## src/rtl/bkm_pkg.sv

```systemverilog
package bkm_pkg;
  localparam int unsigned BKM_AW = 24;
  localparam logic [23:0] DEF_LO    = 24'h200000;
  localparam logic [23:0] DEF_HI    = 24'h203FFF;
  localparam logic [23:0] CTRL_ADDR = 24'hA130F1;
  localparam logic [23:0] PROBE_LO  = 24'h200000;
  localparam logic [23:0] EE_BYTES  = 24'h002000;
  localparam logic [15:0] HDR_MAGIC = 16'h4152;

  typedef struct packed {
    logic det;
    logic ee;
    logic en;
    logic wp;
  } bkm_flags_t;
endpackage

```

## src/rtl/bkm_hdr.sv

```systemverilog
module bkm_hdr
  import bkm_pkg::*;
#(
  parameter int unsigned ADDR_W = BKM_AW
) (
  input  logic [15:0]       sig,
  input  logic              kind_ee,
  input  logic [ADDR_W-1:0] start_a,
  input  logic [ADDR_W-1:0] end_a,
  output logic [ADDR_W-1:0] lo,
  output logic [ADDR_W-1:0] hi,
  output logic              det,
  output logic              ee
);
  logic sig_ok;
  assign sig_ok = (sig == HDR_MAGIC);

  always_comb begin
    lo  = ADDR_W'(DEF_LO);
    hi  = ADDR_W'(DEF_HI);
    det = 1'b0;
    ee  = 1'b0;
    if (sig_ok) begin
      det = 1'b1;
      if (kind_ee) begin
        ee = 1'b1;
        lo = {start_a[ADDR_W-1:1], 1'b0};
        hi = end_a;
      end else begin
        lo = {start_a[ADDR_W-1:8], 8'h00};
        hi = {end_a[ADDR_W-1:1], 1'b1};
      end
    end
  end
endmodule

```

## src/rtl/bkm_access.sv

```systemverilog
module bkm_access
  import bkm_pkg::*;
#(
  parameter int unsigned ADDR_W = BKM_AW,
  parameter int unsigned RAM_AW = 16
) (
  input  logic              bus_valid,
  input  logic              bus_write,
  input  logic              bus_word,
  input  logic [ADDR_W-1:0] bus_addr,
  input  logic [7:0]        bus_wdata,
  input  logic [ADDR_W-1:0] win_lo,
  input  logic [ADDR_W-1:0] win_hi,
  input  bkm_flags_t        flags,
  input  logic [7:0]        ram_rdata,
  input  logic [7:0]        ee_rdata,
  output logic              det_wr,
  output logic              ee_pick,
  output logic              ctrl_wr,
  output logic              ram_cs,
  output logic              ram_we,
  output logic [RAM_AW-1:0] ram_addr,
  output logic [7:0]        ram_wdata,
  output logic              ee_stb,
  output logic              ee_we,
  output logic              ee_lsb,
  output logic [7:0]        ee_wdata,
  output logic              rd_hit,
  output logic [15:0]       rd_data,
  output logic              pass_through
);
  logic in_win, wr_in, rd_svc, mode_ee;
  logic [7:0] rbyte;

  assign in_win  = bus_valid && (bus_addr >= win_lo) && (bus_addr <= win_hi);
  assign wr_in   = in_win && bus_write;
  assign ctrl_wr = bus_valid && bus_write && !bus_word && !in_win
                   && (bus_addr == ADDR_W'(CTRL_ADDR));
  assign det_wr  = wr_in && !flags.det;
  assign ee_pick = det_wr && (bus_addr[ADDR_W-1:1] == PROBE_LO[ADDR_W-1:1]);
  assign mode_ee = flags.ee || ee_pick;
  assign rd_svc  = in_win && !bus_write && (flags.en || flags.ee);

  assign ram_we    = wr_in && !mode_ee && !flags.wp;
  assign ram_cs    = ram_we || (rd_svc && !flags.ee);
  assign ram_addr  = RAM_AW'(bus_addr - win_lo);
  assign ram_wdata = bus_wdata;

  assign ee_stb   = (wr_in && mode_ee) || (rd_svc && flags.ee);
  assign ee_we    = wr_in;
  assign ee_lsb   = bus_addr[0];
  assign ee_wdata = bus_wdata;

  assign rbyte  = flags.ee ? ee_rdata : ram_rdata;
  assign rd_hit = rd_svc;

  always_comb begin
    rd_data = 16'h0000;
    if (rd_svc) rd_data = bus_word ? {rbyte, rbyte} : {8'h00, rbyte};
  end

  assign pass_through = (bus_valid && !in_win && !ctrl_wr)
                        || (in_win && !bus_write && !rd_svc);
endmodule

```

## src/rtl/bkm_regs.sv

```systemverilog
module bkm_regs
  import bkm_pkg::*;
#(
  parameter int unsigned ADDR_W = BKM_AW
) (
  input  logic              clk,
  input  logic              rst_n,
  input  logic              hdr_load,
  input  logic [ADDR_W-1:0] h_lo,
  input  logic [ADDR_W-1:0] h_hi,
  input  logic              h_det,
  input  logic              h_ee,
  input  logic [ADDR_W-1:0] rom_size,
  input  logic              soft_rst,
  input  logic              det_wr,
  input  logic              ee_pick,
  input  logic              ctrl_wr,
  input  logic [1:0]        ctrl_bits,
  input  logic              ram_wr,
  output logic [ADDR_W-1:0] lo_q,
  output logic [ADDR_W-1:0] hi_q,
  output bkm_flags_t        flags_q,
  output logic              dirty_q
);
  logic [ADDR_W-1:0] lo_d, hi_d;
  bkm_flags_t        flags_d;
  logic              dirty_d, upd;

  assign upd = hdr_load || soft_rst || det_wr || ctrl_wr || ram_wr;

  always_comb begin
    lo_d    = lo_q;
    hi_d    = hi_q;
    flags_d = flags_q;
    dirty_d = dirty_q;
    if (hdr_load) begin
      lo_d        = h_lo;
      hi_d        = h_hi;
      flags_d.det = h_det;
      flags_d.ee  = h_ee;
      flags_d.en  = !h_ee && (rom_size <= h_lo);
      flags_d.wp  = 1'b0;
      dirty_d     = 1'b0;
    end else if (soft_rst) begin
      flags_d.en = !flags_q.ee && (rom_size <= lo_q);
      flags_d.wp = 1'b0;
    end else begin
      if (det_wr) flags_d.det = 1'b1;
      if (ee_pick) begin
        flags_d.ee = 1'b1;
        lo_d       = ADDR_W'(PROBE_LO);
        hi_d       = ADDR_W'(PROBE_LO) | ADDR_W'(1);
      end
      if (ctrl_wr) begin
        flags_d.en = ctrl_bits[0];
        flags_d.wp = ctrl_bits[1];
      end
      if (ram_wr) dirty_d = 1'b1;
    end
  end

  always_ff @(posedge clk or negedge rst_n) begin
    if (!rst_n) begin
      lo_q    <= ADDR_W'(DEF_LO);
      hi_q    <= ADDR_W'(DEF_HI);
      flags_q <= '0;
      dirty_q <= 1'b0;
    end else if (upd) begin
      lo_q    <= lo_d;
      hi_q    <= hi_d;
      flags_q <= flags_d;
      dirty_q <= dirty_d;
    end
  end
endmodule

```

## src/rtl/bkm_decoder.sv

```systemverilog
module bkm_decoder
  import bkm_pkg::*;
#(
  parameter int unsigned ADDR_W = BKM_AW,
  parameter int unsigned RAM_AW = 16
) (
  input  logic              clk,
  input  logic              rst_n,
  input  logic              hdr_load,
  input  logic [15:0]       hdr_sig,
  input  logic              hdr_mem_kind,
  input  logic [ADDR_W-1:0] hdr_start,
  input  logic [ADDR_W-1:0] hdr_end,
  input  logic [ADDR_W-1:0] rom_size,
  input  logic              soft_rst,
  input  logic              bus_valid,
  input  logic              bus_write,
  input  logic              bus_word,
  input  logic [ADDR_W-1:0] bus_addr,
  input  logic [7:0]        bus_wdata,
  output logic [15:0]       rd_data,
  output logic              rd_hit,
  output logic              pass_through,
  output logic              ram_cs,
  output logic              ram_we,
  output logic [RAM_AW-1:0] ram_addr,
  output logic [7:0]        ram_wdata,
  input  logic [7:0]        ram_rdata,
  output logic              ee_stb,
  output logic              ee_we,
  output logic              ee_lsb,
  output logic [7:0]        ee_wdata,
  input  logic [7:0]        ee_rdata,
  output logic [ADDR_W-1:0] win_lo,
  output logic [ADDR_W-1:0] win_hi,
  output logic [ADDR_W-1:0] win_bytes,
  output logic              st_det,
  output logic              st_ee,
  output logic              st_en,
  output logic              st_wp,
  output logic              dirty
);
  logic [ADDR_W-1:0] h_lo, h_hi;
  logic              h_det, h_ee;
  logic              det_wr, ee_pick, ctrl_wr;
  bkm_flags_t        flags;

  bkm_hdr #(.ADDR_W(ADDR_W)) u_hdr (
    .sig(hdr_sig), .kind_ee(hdr_mem_kind), .start_a(hdr_start), .end_a(hdr_end),
    .lo(h_lo), .hi(h_hi), .det(h_det), .ee(h_ee)
  );

  bkm_regs #(.ADDR_W(ADDR_W)) u_regs (
    .clk(clk), .rst_n(rst_n), .hdr_load(hdr_load),
    .h_lo(h_lo), .h_hi(h_hi), .h_det(h_det), .h_ee(h_ee),
    .rom_size(rom_size), .soft_rst(soft_rst),
    .det_wr(det_wr), .ee_pick(ee_pick), .ctrl_wr(ctrl_wr),
    .ctrl_bits(bus_wdata[1:0]), .ram_wr(ram_we),
    .lo_q(win_lo), .hi_q(win_hi), .flags_q(flags), .dirty_q(dirty)
  );

  bkm_access #(.ADDR_W(ADDR_W), .RAM_AW(RAM_AW)) u_acc (
    .bus_valid(bus_valid), .bus_write(bus_write), .bus_word(bus_word),
    .bus_addr(bus_addr), .bus_wdata(bus_wdata),
    .win_lo(win_lo), .win_hi(win_hi), .flags(flags),
    .ram_rdata(ram_rdata), .ee_rdata(ee_rdata),
    .det_wr(det_wr), .ee_pick(ee_pick), .ctrl_wr(ctrl_wr),
    .ram_cs(ram_cs), .ram_we(ram_we), .ram_addr(ram_addr), .ram_wdata(ram_wdata),
    .ee_stb(ee_stb), .ee_we(ee_we), .ee_lsb(ee_lsb), .ee_wdata(ee_wdata),
    .rd_hit(rd_hit), .rd_data(rd_data), .pass_through(pass_through)
  );

  assign st_det    = flags.det;
  assign st_ee     = flags.ee;
  assign st_en     = flags.en;
  assign st_wp     = flags.wp;
  assign win_bytes = flags.ee ? ADDR_W'(EE_BYTES) : (win_hi - win_lo + ADDR_W'(1));
endmodule

```

## config.mk

```make
export PLATFORM = sky130hd
export DESIGN_NAME = bkm_decoder
export DESIGN_NICKNAME = d
export VERILOG_FILES = /design/src/rtl/bkm_pkg.sv /design/src/rtl/bkm_hdr.sv /design/src/rtl/bkm_access.sv /design/src/rtl/bkm_regs.sv /design/src/rtl/bkm_decoder.sv
export SDC_FILE = /design/constraint.sdc
export NUM_CORES = 1
export LEC_CHECK = 0
export ABC_AREA = 0
export BUFFER_PORTS_ARGS = -buffer_cell sky130_fd_sc_hd__buf_2
export CAP_MARGIN = 0
export CORE_ASPECT_RATIO = 0.8
export CORE_UTILIZATION = 40
export CTS_CLUSTER_DIAMETER = 30
export DETAILED_ROUTE_END_ITERATION = 12
export PLACE_DENSITY = 0.65
export SLEW_MARGIN = 20
export SYNTH_ARGS = -nofsm -noshare
export SYNTH_HDL_FRONTEND = slang
export SYNTH_HIERARCHICAL = 1
export SYNTH_SLANG_ARGS = --single-unit
```

## constraint.sdc

```tcl
create_clock -name clk -period 4.19 [get_ports clk]
set_input_delay 0.419 -clock clk [delete_from_list [all_inputs] [get_ports clk]]
set_output_delay 0.419 -clock clk [all_outputs]
set_load 0.03 [all_outputs]
```

==> results by group <==
Outcome
  – Status: finished clean

Drt
  – Routed len/inst: 17.5 um
  – Metal2 WL: 10.9 mm
  – Vias per cell: 5.39
  – Drt pass-1 iters: 5
  – Routed Wire Length: 24.9 mm
  – DRT met1 WL: 12.4 mm
  – Drt initial violations: 437
  – Via count: 7679
  – Top Layer Used: met4
  – Met3 wire length: 1.42 mm
  – Final ANT Viol Nets: 0
  – Post-route DRC: 0

Worst setup path
  – Worst setup EP type: output pin
  – Setup CP Type: register to output pin
  – CP max FO: 4
  – CP arrival: 3.44 ns
  – Startpoint types: register
  – Critical Path RT: 3.77 ns

Synthesis
  – Area leader, netlist: ha_1
  – Avg Cell Area, Syn: 7.95 um2
  – Top-count cell post-synth: ha_1
  – Warnings from Yosys: 6
  – Async set-reset flop share out of synthesis: 1.00
  – Top_reg_cell synth: dfrtp_1
  – Count of cell types in the netlist: 74
  – Cells after Synth: 939
  – Synth top cells by count: ha_1, inv_1, a21oi_1
  – Seq cells post-synth: 53
  – Register area share after synthesis: 0.180
  – Syn Nets: 1226
  – Top cells by area, synth: ha_1, dfrtp_1, inv_1
  – Netlist Area Pre-Place: 7460 um2
  – EDFF count, synth: 0
  – Share of the synthesized area in the top cell type: 0.236

Placement
  – Placer Congestion: 0.911
  – Placed cells: 1415
  – IO buf count: 256
  – Final HPWL DP: 20.7 mm

Die
  – Num ports: 276
  – Initial core utilization: 0.410
  – DIE AREA: 19200 um2
  – Core Footprint: 18200 um2
  – Num rows: 44
  – Die height: 124 um
  – Die X-Extent: 155 um

Power and ir drop
  – Internal Power: 0.00105 W
  – NetSw: 0.000733 W
  – Worst vdd ir: 0.000133 V
  – Clk pwr share: 0.242
  – Total power: 0.00178 W
  – Reg power frac: 0.309
  – LEAKAGE: 4.47 nW
  – Power per cell area: 197 nW/um2
  – Sw frac: 0.412
  – Combinational Power Share: 0.449

Final layout
  – Fillers: 1863
  – Non-filler cells, final: 1424
  – Area of the multi-input gates: 5320 um2
  – Area delta synth->final: 21.4%
  – Storage cell area: 1350 um2
  – Layout cell share with drive strength beyond 1: 0.264
  – NumNets Final: 1456

GRT
  – Initial antenna violation count: 2
  – Pin count of the biggest net entering global routing: 54
  – Number of global-route vias before repair: 7021
  – Overflow left after global routing: 0
  – First-pass GRT wire length: 38.0 mm
  – GR Util All Layers: 0.257

CTS
  – CTS buffer count: 5
  – Hold_buf cts: 0
  – Worst skew pair latency: 0.30 ns
  – TritonCTS clock tree: yes
  – # resized after CTS: 0
  – Setup bufs post-CTS: 0
  – Clock buffer depth: 2
  – CTS sink cnt: 53
  – CTS clk-pin slew, worst paths: 0.07 ns
  – CTS H-Tree Depth: 2
  – Root Driver: clkbuf_16

Timing
  – Final Hold Viols: 0
  – Worst clock skew: 0.0142 ns
  – Part of the cycle the worst path needs: 0.922
  – Maximum clock frequency: 259 MHz
  – Final min period: 3.86 ns
  – Pin slew with the least headroom to its limit: 1.01 ns
  – Slew HR: 0.330
  – RSZ-0062 raised after global routing: false
  – Setup TNS: 0 ns
  – Final Slew Violations: 0
  – Count of final setup violators: 0

Job
  – MaxCap Viol Count: 0

Min path
  – Worst Hold Class: input pin to async pin
metrics by stage:
step           setup WS [ns]  area (um2)  hold WS (ns)  utilization
6_report               0.327        9060         0.262        0.497
5_1_grt                0.120        9060         0.321        0.497
4_1_cts               0.0845        9040         0.280        0.496
3_5_place_dp           0.300        8900         0.484        0.488
3_3_place_gp           0.364        8900         0.479        0.488
2_1_floorplan          0.355        7460         0.123            -
cells in the final DEF, fill, tap and decap left out, drive strengths merged, types with 21 or more instances in the layout:
master  netlist  routed
buf          32     273
ha          141     141
inv         138     138
a21oi        73      73
nor2         56      56
a22o         46      46
nand2        41      41
dfrtp        37      37
o21ai        30      30
and2         27      27
and3         25      25
nand4        24      24
nor3         22      22
nand3        21      21
registers in the layout, summed over array words and instances, names as in the netlist:
| register | count |
|---|---|
| u_regs/hi_q | 24 |
| u_regs/flags_q | 4 |
| u_regs/dirty_q | 1 |
| u_regs/lo_q | 24 |
final cells by class:
cell class                      instances  share of cell area
Inverter                              138              0.0572
Clock buffer                            6              0.0142
Sequential cell                        53               0.149
Multi-Input combinational cell        698               0.587
Antenna cell                            1            0.000276
Tap cell                              253              0.0350
Timing Repair Buffer                  273               0.156
Clock inverter                          2             0.00180
cells by family after synthesis:
kind of cell | Yosys count | synth area share
AOI/OAI and AO/OA | 235 | 0.218
xor gates and xnor gates | 25 | 0.0293
adders and majority gates | 143 | 0.242
buffers and inverters | 188 | 0.110
DFF | 53 | 0.180
muxes | 4 | 0.00570
other | 1 | 0.000503
and+or+nand+nor | 290 | 0.214
worst paths after layout:
kind / start / endpoint / slack (ns) / depth (start not counted)
setup / recovery: u_regs/hi_q[1] / win_bytes[21] / 0.33 / 12
hold / removal: rst_n / u_regs/lo_q[1] / 0.26 / 2
setup reg to reg: u_regs/lo_q[0] / u_regs/hi_q[19] / 0.45 / 13
hold reg to reg: u_regs/hi_q[21] / u_regs/hi_q[21] / 0.50 / 2
max in group asynchronous: rst_n / u_regs/hi_q[22] / 3.44 / 2
min in group clk: soft_rst / u_regs/flags_q[0] / 0.34 / 2
power groups by stage:
stage          Combinational [W]  Sequential (W)  Clock [W]
2_1_floorplan           0.000536        0.000575          0
3_3_place_gp            0.000781        0.000560          0
3_5_place_dp            0.000791        0.000560          0
4_1_cts                 0.000794        0.000551   0.000443
5_1_grt                 0.000878        0.000553   0.000460
6_report                0.000800        0.000551   0.000430
worst max-delay path: stages, from the launching register on:
cell and delay [ns]:
dfstp_2 0.56, inv_1 0.05, ha_1 0.27, inv_1 0.06
ha_1 0.22, fa_1 0.27, a211oi_2 0.11, nor4_1 0.62
o21ai_1 0.29, a21oi_1 0.25, nor3_1 0.07, nor3_1 0.16
buf_2 0.22
layer usage:
metal / track usage / vias up
li1: - / 3810
met3: 0.0404 / 22
met5: 0 / -
met2: 0.416 / 264
met1: 0.363 / 3583
met4: 0.0464 / 0
Note: power is estimated with default switching activity, not from simulation.
